===== config.mk =====
export PLATFORM = sky130hd
export DESIGN_NAME = smt_timing_gen
export DESIGN_NICKNAME = d
export VERILOG_FILES = /design/src/rtl/smt_pkg.sv /design/src/rtl/smt_len.sv /design/src/rtl/smt_lanes.sv /design/src/rtl/smt_seq.sv /design/src/rtl/smt_timing_gen.sv
export SDC_FILE = /design/constraint.sdc
export NUM_CORES = 1
export LEC_CHECK = 0
export ABC_AREA = 1
export BUFFER_PORTS_ARGS = -buffer_cell sky130_fd_sc_hd__buf_4
export CAP_MARGIN = 20
export CORE_MARGIN = 1.5
export CORE_UTILIZATION = 27
export DETAILED_ROUTE_END_ITERATION = 16
export HOLD_SLACK_MARGIN = 0.06
export PLACE_DENSITY = 0.51
export SETUP_SLACK_MARGIN = 0.02
export SKIP_LAST_GASP = 1
export SYNTH_ARGS = -nofsm -noshare
export SYNTH_HDL_FRONTEND = slang
export SYNTH_SLANG_ARGS = --single-unit

===== constraint.sdc =====
create_clock -name clk -period 9.3 [get_ports clk]
set_input_delay 1.86 -clock clk [delete_from_list [all_inputs] [get_ports clk]]
set_output_delay 1.86 -clock clk [all_outputs]
set_load 0.01 [all_outputs]

===== src/rtl/smt_pkg.sv =====
package smt_pkg;

  typedef enum logic [1:0] {
    PORT_32     = 2'b00,
    PORT_16     = 2'b01,
    PORT_8      = 2'b10,
    PORT_32_ACK = 2'b11
  } port_e;

  typedef enum logic [1:0] {
    SEQ_IDLE = 2'b00,
    SEQ_ACC  = 2'b01,
    SEQ_GAP  = 2'b10
  } seq_e;

  // log2 of the port width in bytes
  function automatic logic [1:0] port_log2(input logic [1:0] port);
    case (port)
      PORT_16: return 2'd1;
      PORT_8:  return 2'd0;
      default: return 2'd2;
    endcase
  endfunction

  // size codes 10 and 11 both mean a full word
  function automatic logic [1:0] size_log2(input logic [1:0] size);
    return (size == 2'b11) ? 2'b10 : size;
  endfunction

  // log2 of the number of sub-accesses per beat
  function automatic logic [1:0] split_log2(input logic [1:0] slog, input logic [1:0] plog);
    return (slog > plog) ? (slog - plog) : 2'd0;
  endfunction

endpackage


===== src/rtl/smt_len.sv =====
module smt_len #(
  parameter int WAITW = 4,
  parameter int CNTW  = 5
) (
  input  logic [WAITW-1:0] wait_states,
  input  logic             async_mode,
  input  logic [1:0]       burst_clks,
  output logic [CNTW-1:0]  len_first,
  output logic [CNTW-1:0]  len_next
);
  logic [WAITW-1:0] eff_wait;

  // asynchronous parts always get at least one wait state
  always_comb begin
    eff_wait = wait_states;
    if (async_mode && (wait_states == '0)) eff_wait = WAITW'(1);
  end

  assign len_first = CNTW'(eff_wait) + CNTW'(2);
  assign len_next  = CNTW'(burst_clks) + CNTW'(1);
endmodule


===== src/rtl/smt_lanes.sv =====
module smt_lanes (
  input  logic [1:0] addr_lo,
  input  logic [1:0] xfer_log2,
  input  logic [1:0] port_lg,
  output logic [3:0] lane_mask
);
  logic [1:0] piece_lg;
  logic [2:0] width;
  logic [1:0] off;
  logic [2:0] shift_amt;
  logic [3:0] ones;

  always_comb begin
    piece_lg  = (xfer_log2 < port_lg) ? xfer_log2 : port_lg;
    width     = 3'd1 << piece_lg;
    off       = addr_lo & 2'((3'd1 << port_lg) - 3'd1);
    ones      = 4'((5'd1 << width) - 5'd1);
    // offset 0 sits on the top lane
    shift_amt = 3'd4 - {1'b0, off} - width;
    lane_mask = ones << shift_amt;
  end
endmodule


===== src/rtl/smt_seq.sv =====
module smt_seq
  import smt_pkg::*;
#(
  parameter int CNTW  = 5,
  parameter int BEATW = 5
) (
  input  logic             clk,
  input  logic             rst_n,
  input  logic             start,
  input  logic [CNTW-1:0]  len_first,
  input  logic [CNTW-1:0]  len_next,
  input  logic [1:0]       split_lg,
  input  logic [BEATW-1:0] beat_total,
  input  logic             short_ok,
  input  logic             ext_ack,
  input  logic             ack_n,
  input  logic             gap_en,
  output logic             ready,
  output logic             active,
  output logic             strobe,
  output logic             done,
  output logic [BEATW-1:0] beat_idx,
  output logic [1:0]       piece_idx
);
  seq_e            state;
  logic [CNTW-1:0] cnt;
  logic [CNTW-1:0] cur_len;
  logic            short_beat;
  logic            at_min;
  logic            acc_end;
  logic            last_piece;
  logic            last_beat;

  always_comb begin
    short_beat = short_ok && (beat_idx != '0);
    cur_len    = short_beat ? len_next : len_first;
    at_min     = (cnt >= (cur_len - CNTW'(1)));
    acc_end    = at_min && (!ext_ack || !ack_n);
    last_piece = (piece_idx == 2'((3'd1 << split_lg) - 3'd1));
    last_beat  = (beat_idx == (beat_total - BEATW'(1)));
  end

  assign ready  = (state == SEQ_IDLE);
  assign active = (state == SEQ_ACC);
  assign strobe = active && (short_beat || (cnt != '0));
  assign done   = active && acc_end && last_piece;

  always_ff @(posedge clk or negedge rst_n) begin
    if (!rst_n) begin
      state     <= SEQ_IDLE;
      cnt       <= '0;
      beat_idx  <= '0;
      piece_idx <= '0;
    end else begin
      case (state)
        SEQ_IDLE: begin
          if (start) begin
            state     <= SEQ_ACC;
            cnt       <= '0;
            beat_idx  <= '0;
            piece_idx <= '0;
          end
        end
        SEQ_ACC: begin
          if (acc_end) begin
            cnt <= '0;
            if (last_piece) begin
              piece_idx <= '0;
              if (last_beat) begin
                beat_idx <= '0;
                state    <= gap_en ? SEQ_GAP : SEQ_IDLE;
              end else begin
                beat_idx <= beat_idx + BEATW'(1);
              end
            end else begin
              piece_idx <= piece_idx + 2'd1;
            end
          end else if (cnt != '1) begin
            cnt <= cnt + CNTW'(1);
          end
        end
        default: state <= SEQ_IDLE;
      endcase
    end
  end
endmodule


===== src/rtl/smt_timing_gen.sv =====
module smt_timing_gen
  import smt_pkg::*;
#(
  parameter int AW    = 32,
  parameter int WAITW = 4,
  parameter int BEATW = 5
) (
  input  logic             clk,
  input  logic             rst_n,
  input  logic             req_valid,
  output logic             req_ready,
  input  logic [AW-1:0]    req_addr,
  input  logic             req_write,
  input  logic [1:0]       req_size,
  input  logic [BEATW-1:0] req_beats,
  input  logic [WAITW-1:0] cfg_wait,
  input  logic             cfg_async,
  input  logic             cfg_idle,
  input  logic             cfg_burst_en,
  input  logic [1:0]       cfg_bcyc,
  input  logic [1:0]       cfg_blen,
  input  logic [1:0]       cfg_port,
  input  logic             ack_n,
  output logic             cs_n,
  output logic             oe_n,
  output logic             we_n,
  output logic [3:0]       be_n,
  output logic [AW-1:0]    mem_addr,
  output logic             beat_done
);
  localparam int CNTW = $clog2((1 << WAITW) + 3);

  logic             accept;
  logic [BEATW-1:0] beats_req, beats_cap, beats_eff;

  // transfer state captured at acceptance
  logic [AW-1:0]    base_q;
  logic             write_q;
  logic [1:0]       size_lg_q;
  logic [1:0]       port_lg_q;
  logic [1:0]       split_lg_q;
  logic [BEATW-1:0] beats_q;
  logic [WAITW-1:0] wait_q;
  logic             async_q, idle_q, ext_q, short_q;
  logic [1:0]       bcyc_q;

  logic [CNTW-1:0]  len_first, len_next;
  logic             active, strobe;
  logic [BEATW-1:0] beat_idx;
  logic [1:0]       piece_idx;
  logic [3:0]       lane_mask;
  logic [AW-1:0]    beat_off, piece_off;

  assign accept = req_valid && req_ready;

  always_comb begin
    beats_req = (req_beats == '0) ? BEATW'(1) : req_beats;
    beats_cap = BEATW'(2) << cfg_blen;
    if (!cfg_burst_en)              beats_eff = BEATW'(1);
    else if (beats_req < beats_cap) beats_eff = beats_req;
    else                            beats_eff = beats_cap;
  end

  always_ff @(posedge clk or negedge rst_n) begin
    if (!rst_n) begin
      base_q     <= '0;
      write_q    <= 1'b0;
      size_lg_q  <= '0;
      port_lg_q  <= 2'd2;
      split_lg_q <= '0;
      beats_q    <= BEATW'(1);
      wait_q     <= '0;
      async_q    <= 1'b0;
      idle_q     <= 1'b0;
      ext_q      <= 1'b0;
      short_q    <= 1'b0;
      bcyc_q     <= '0;
    end else if (accept) begin
      base_q     <= req_addr;
      write_q    <= req_write;
      size_lg_q  <= size_log2(req_size);
      port_lg_q  <= port_log2(cfg_port);
      split_lg_q <= split_log2(size_log2(req_size), port_log2(cfg_port));
      beats_q    <= beats_eff;
      wait_q     <= cfg_wait;
      async_q    <= cfg_async;
      idle_q     <= cfg_idle;
      ext_q      <= (cfg_port == PORT_32_ACK);
      short_q    <= (port_log2(cfg_port) == 2'd2);
      bcyc_q     <= cfg_bcyc;
    end
  end

  smt_len #(.WAITW(WAITW), .CNTW(CNTW)) u_len (
    .wait_states (wait_q),
    .async_mode  (async_q),
    .burst_clks  (bcyc_q),
    .len_first   (len_first),
    .len_next    (len_next)
  );

  smt_seq #(.CNTW(CNTW), .BEATW(BEATW)) u_seq (
    .clk        (clk),
    .rst_n      (rst_n),
    .start      (accept),
    .len_first  (len_first),
    .len_next   (len_next),
    .split_lg   (split_lg_q),
    .beat_total (beats_q),
    .short_ok   (short_q),
    .ext_ack    (ext_q),
    .ack_n      (ack_n),
    .gap_en     (idle_q),
    .ready      (req_ready),
    .active     (active),
    .strobe     (strobe),
    .done       (beat_done),
    .beat_idx   (beat_idx),
    .piece_idx  (piece_idx)
  );

  always_comb begin
    beat_off  = AW'(beat_idx) << size_lg_q;
    piece_off = AW'(piece_idx) << port_lg_q;
    mem_addr  = base_q + beat_off + piece_off;
  end

  smt_lanes u_lanes (
    .addr_lo   (mem_addr[1:0]),
    .xfer_log2 (size_lg_q),
    .port_lg   (port_lg_q),
    .lane_mask (lane_mask)
  );

  assign cs_n = !active;
  assign oe_n = !(strobe && !write_q);
  assign we_n = !(strobe && write_q);
  assign be_n = active ? ~lane_mask : 4'hF;
endmodule


==> flow_summary.ini <==
[placed_design]
portBuffers = 97
gp_congestion = 0.882
place_hpwl_mm = 11.5
dp_worst_setup_slack_ns = 4.27

[yosys]
synth_compound_area_frac = 0.0840
syn_nets = 874
syn_inst = 768
ys_seq_elements = 68
avgSynthCellArea_um2 = 6.90
synth-simple-area-share = 0.339
netlist_area_um2 = 5300
synth_warnings = 0
synthMuxAreaShare = 0.00567
synth_xor_area_frac = 0.0397
yosys.area_share.adder = 0.126
synth_top_family_by_area = simple AND/OR/NAND/NOR gates
yosys.cell_types.count = 41
ys_seq_area_frac = 0.322

[grt]
grtUsageTotal = 0.152
grt_pass1_wl_mm = 24.3
grt_pass1_vias = 4862
grt_max_degree = 69
grt_antenna_before_repair = 0
overflow = 0

[critical_path]
required_ns = 7.44
cp_common_cell = nand2_1
critPathMaxStageDelay_ns = 0.52
critPathKind = reg2out
crit_path_end_kind = primary output
worstSetupStartpointType = flop
cp.arrival_ns = 3.55
crit_chain = inv_1 -> nand2_1 -> o21ai_0 -> nor2_1 -> fa_1 -> ha_1 -> inv_1 -> fa_1 -> nand3b_1 -> nand2_1 -> nand3_1 -> nand2_2 -> nand2_1 -> o21ai_0 -> nand2_1 -> buf_4
cp_slowest_cell = fa_1
crit_path_max_fanout = 7

[clocking]
cts_buffers = 9
clk_latency_ns = 0.35
path_clk_slew_ns = 0.06
cts_resized = 0
clk_path_buf_depth = 2
htreeDepth = 3
postCtsHoldBufs = 0
cts_root_buf = clkbuf_16
cts_tree = yes
cts.sinks = 68
post_cts_buffers = 0

[sta]
rsz0062_at_grt = no
setup_tns_ns = 0
skew_ns = 0.00662
fin_crit_ns = 5.41
fmax_mhz = 185
relSlewSlack = 0.384
period_share = 0.582
final_max_slew_viol_count = 0
tightest_slew_ns = 0.924
hold_ws_ns = 0.486
finalHoldViolations = 0
setup_viol = 0
postLayoutSetupSlackWorst_ns = 3.89

[routing]
vias_per_cell = 4.42
routed_wirelength_mm = 14.9
drc = 0
avgRoutedWirePerCell_um = 13.2
detail-route-antenna-nets = 0
vias = 4978
drt_iter0_drc = 229
drt_first_pass_iters = 4

[pwr]
p_leak_uw = 0.00355
peakVddDrop_mv = 0.126
powerDensity_nw_per_um2 = 384

[die]
design.die.area_um2 = 20500
core_um2 = 19300
start_util = 0.274
pin_count = 98
die_x_um = 143
die_h_um = 143
rows = 51

[finish]
final_core_util = 0.344
layout_common_cells = nand2_1, buf_4, inv_1
areaGrowthSynthToFinish_pct = 25.4
num_antenna_cells = 0
drive_above_1_share = 0.152
layout_commonest_cell = nand2_1
nNetsFinal = 962

[job]
maxCapViolCount = 0

[worst_hold_path]
min_path_type = reg2reg

[status]
outcome = complete, no violations
-- stage by stage --
step	instances	cell area, um2	power (uW)
floorplan	768	5300	1570
global placement	1109	6250	2130
detailed placement	1109	6250	2140
CTS	1125	6630	2590
global route	1126	6650	2830
finish	1126	6650	2550
-- report_power, final --
group / internal (uW) / switching, uW
clock network: 291 / 142
logic: 636 / 890
registers: 431 / 164
-- state kept, by name, summed over array words and instances, names as in the netlist --
name	flops
async_q	1
base_q	32
bcyc_q	2
beats_q	5
ext_q	1
idle_q	1
port_lg_q	2
short_q	1
size_lg_q	2
split_lg_q	2
u_seq.beat_idx	5
u_seq.cnt	5
u_seq.piece_idx	2
u_seq.state	2
wait_q	4
write_q	1
-- critical path, delay by kind of cell (launching register included) --
family | cells | cell delay (ns)
and+or+nand+nor | 8 | 0.98
AOI/OAI and AO/OA | 2 | 0.27
adders and majority gates | 3 | 1.10
buffers and inverters | 3 | 0.38
DFF | 1 | 0.46
-- path summary, 6_finish.rpt --
check,start,endpoint,slack (ns),cells after the start
worst max-delay path,u_seq.beat_idx[0],mem_addr[17],3.89,16
worst min-delay path,idle_q,idle_q,0.49,2
worst max register to register,u_seq.beat_idx[0],u_seq.cnt[2],6.23,21
worst min register to register,idle_q,idle_q,0.49,2
max in group asynchronous,rst_n,base_q[18],7.05,1
min in group asynchronous,rst_n,wait_q[0],1.63,1
-- cell usage after synthesis, drive strengths merged --
cell | number | area [um2]
nand2 | 307 | 1160
inv | 88 | 330
dfrtp | 66 | 1650
o21ai | 52 | 283
nor2 | 51 | 199
nand3 | 48 | 245
ha | 42 | 526
xor2 | 17 | 149
buf | 14 | 86.3
a21oi | 11 | 55.1
nor3 | 10 | 50.1
clkbuf | 9 | 33.8
nand4 | 9 | 56.3
fa | 7 | 140
xnor2 | 7 | 61.3
nand3b | 6 | 45.0
o211ai | 4 | 35.0
mux2i | 3 | 30.0
o22ai | 3 | 18.8
a21o | 2 | 15.0
a31oi | 2 | 12.5
dfstp | 2 | 52.6
nor4 | 2 | 18.8
a2111o | 1 | 11.3
and2 | 1 | 6.26
nor3b | 1 | 7.51
o21bai | 1 | 7.51
o31ai | 1 | 7.51
or3b | 1 | 8.76
-- cells by family (layout without fill, tap and decap cells) --
group	after synthesis	after routing
AO/OA/AOI/OAI	77	77
XOR/XNOR	24	24
adder cells (fa/ha/maj)	49	49
buffers and inverters	111	204
flip-flops	68	68
multiplexers	3	3
AND/OR/NAND/NOR	436	436
-- layer usage --
layer	vias to the layer above	share of wire	track usage
met5	-	0	0
met4	0	0.023	0.0651
met3	21	0.041	0.0221
met2	90	0.44	0.236
met1	2255	0.49	0.211
li1	2612	-	-
-- layout make-up --
class	count	area, um2
fill	2107	12700
inverter	88	330
clock inverter	7	146
multi-input combinational	589	3150
tap	265	332
clock buffer	9	225
sequential	68	1700
timing repair buffer	100	763
No activity file was read; power rests on OpenSTA's default activity.
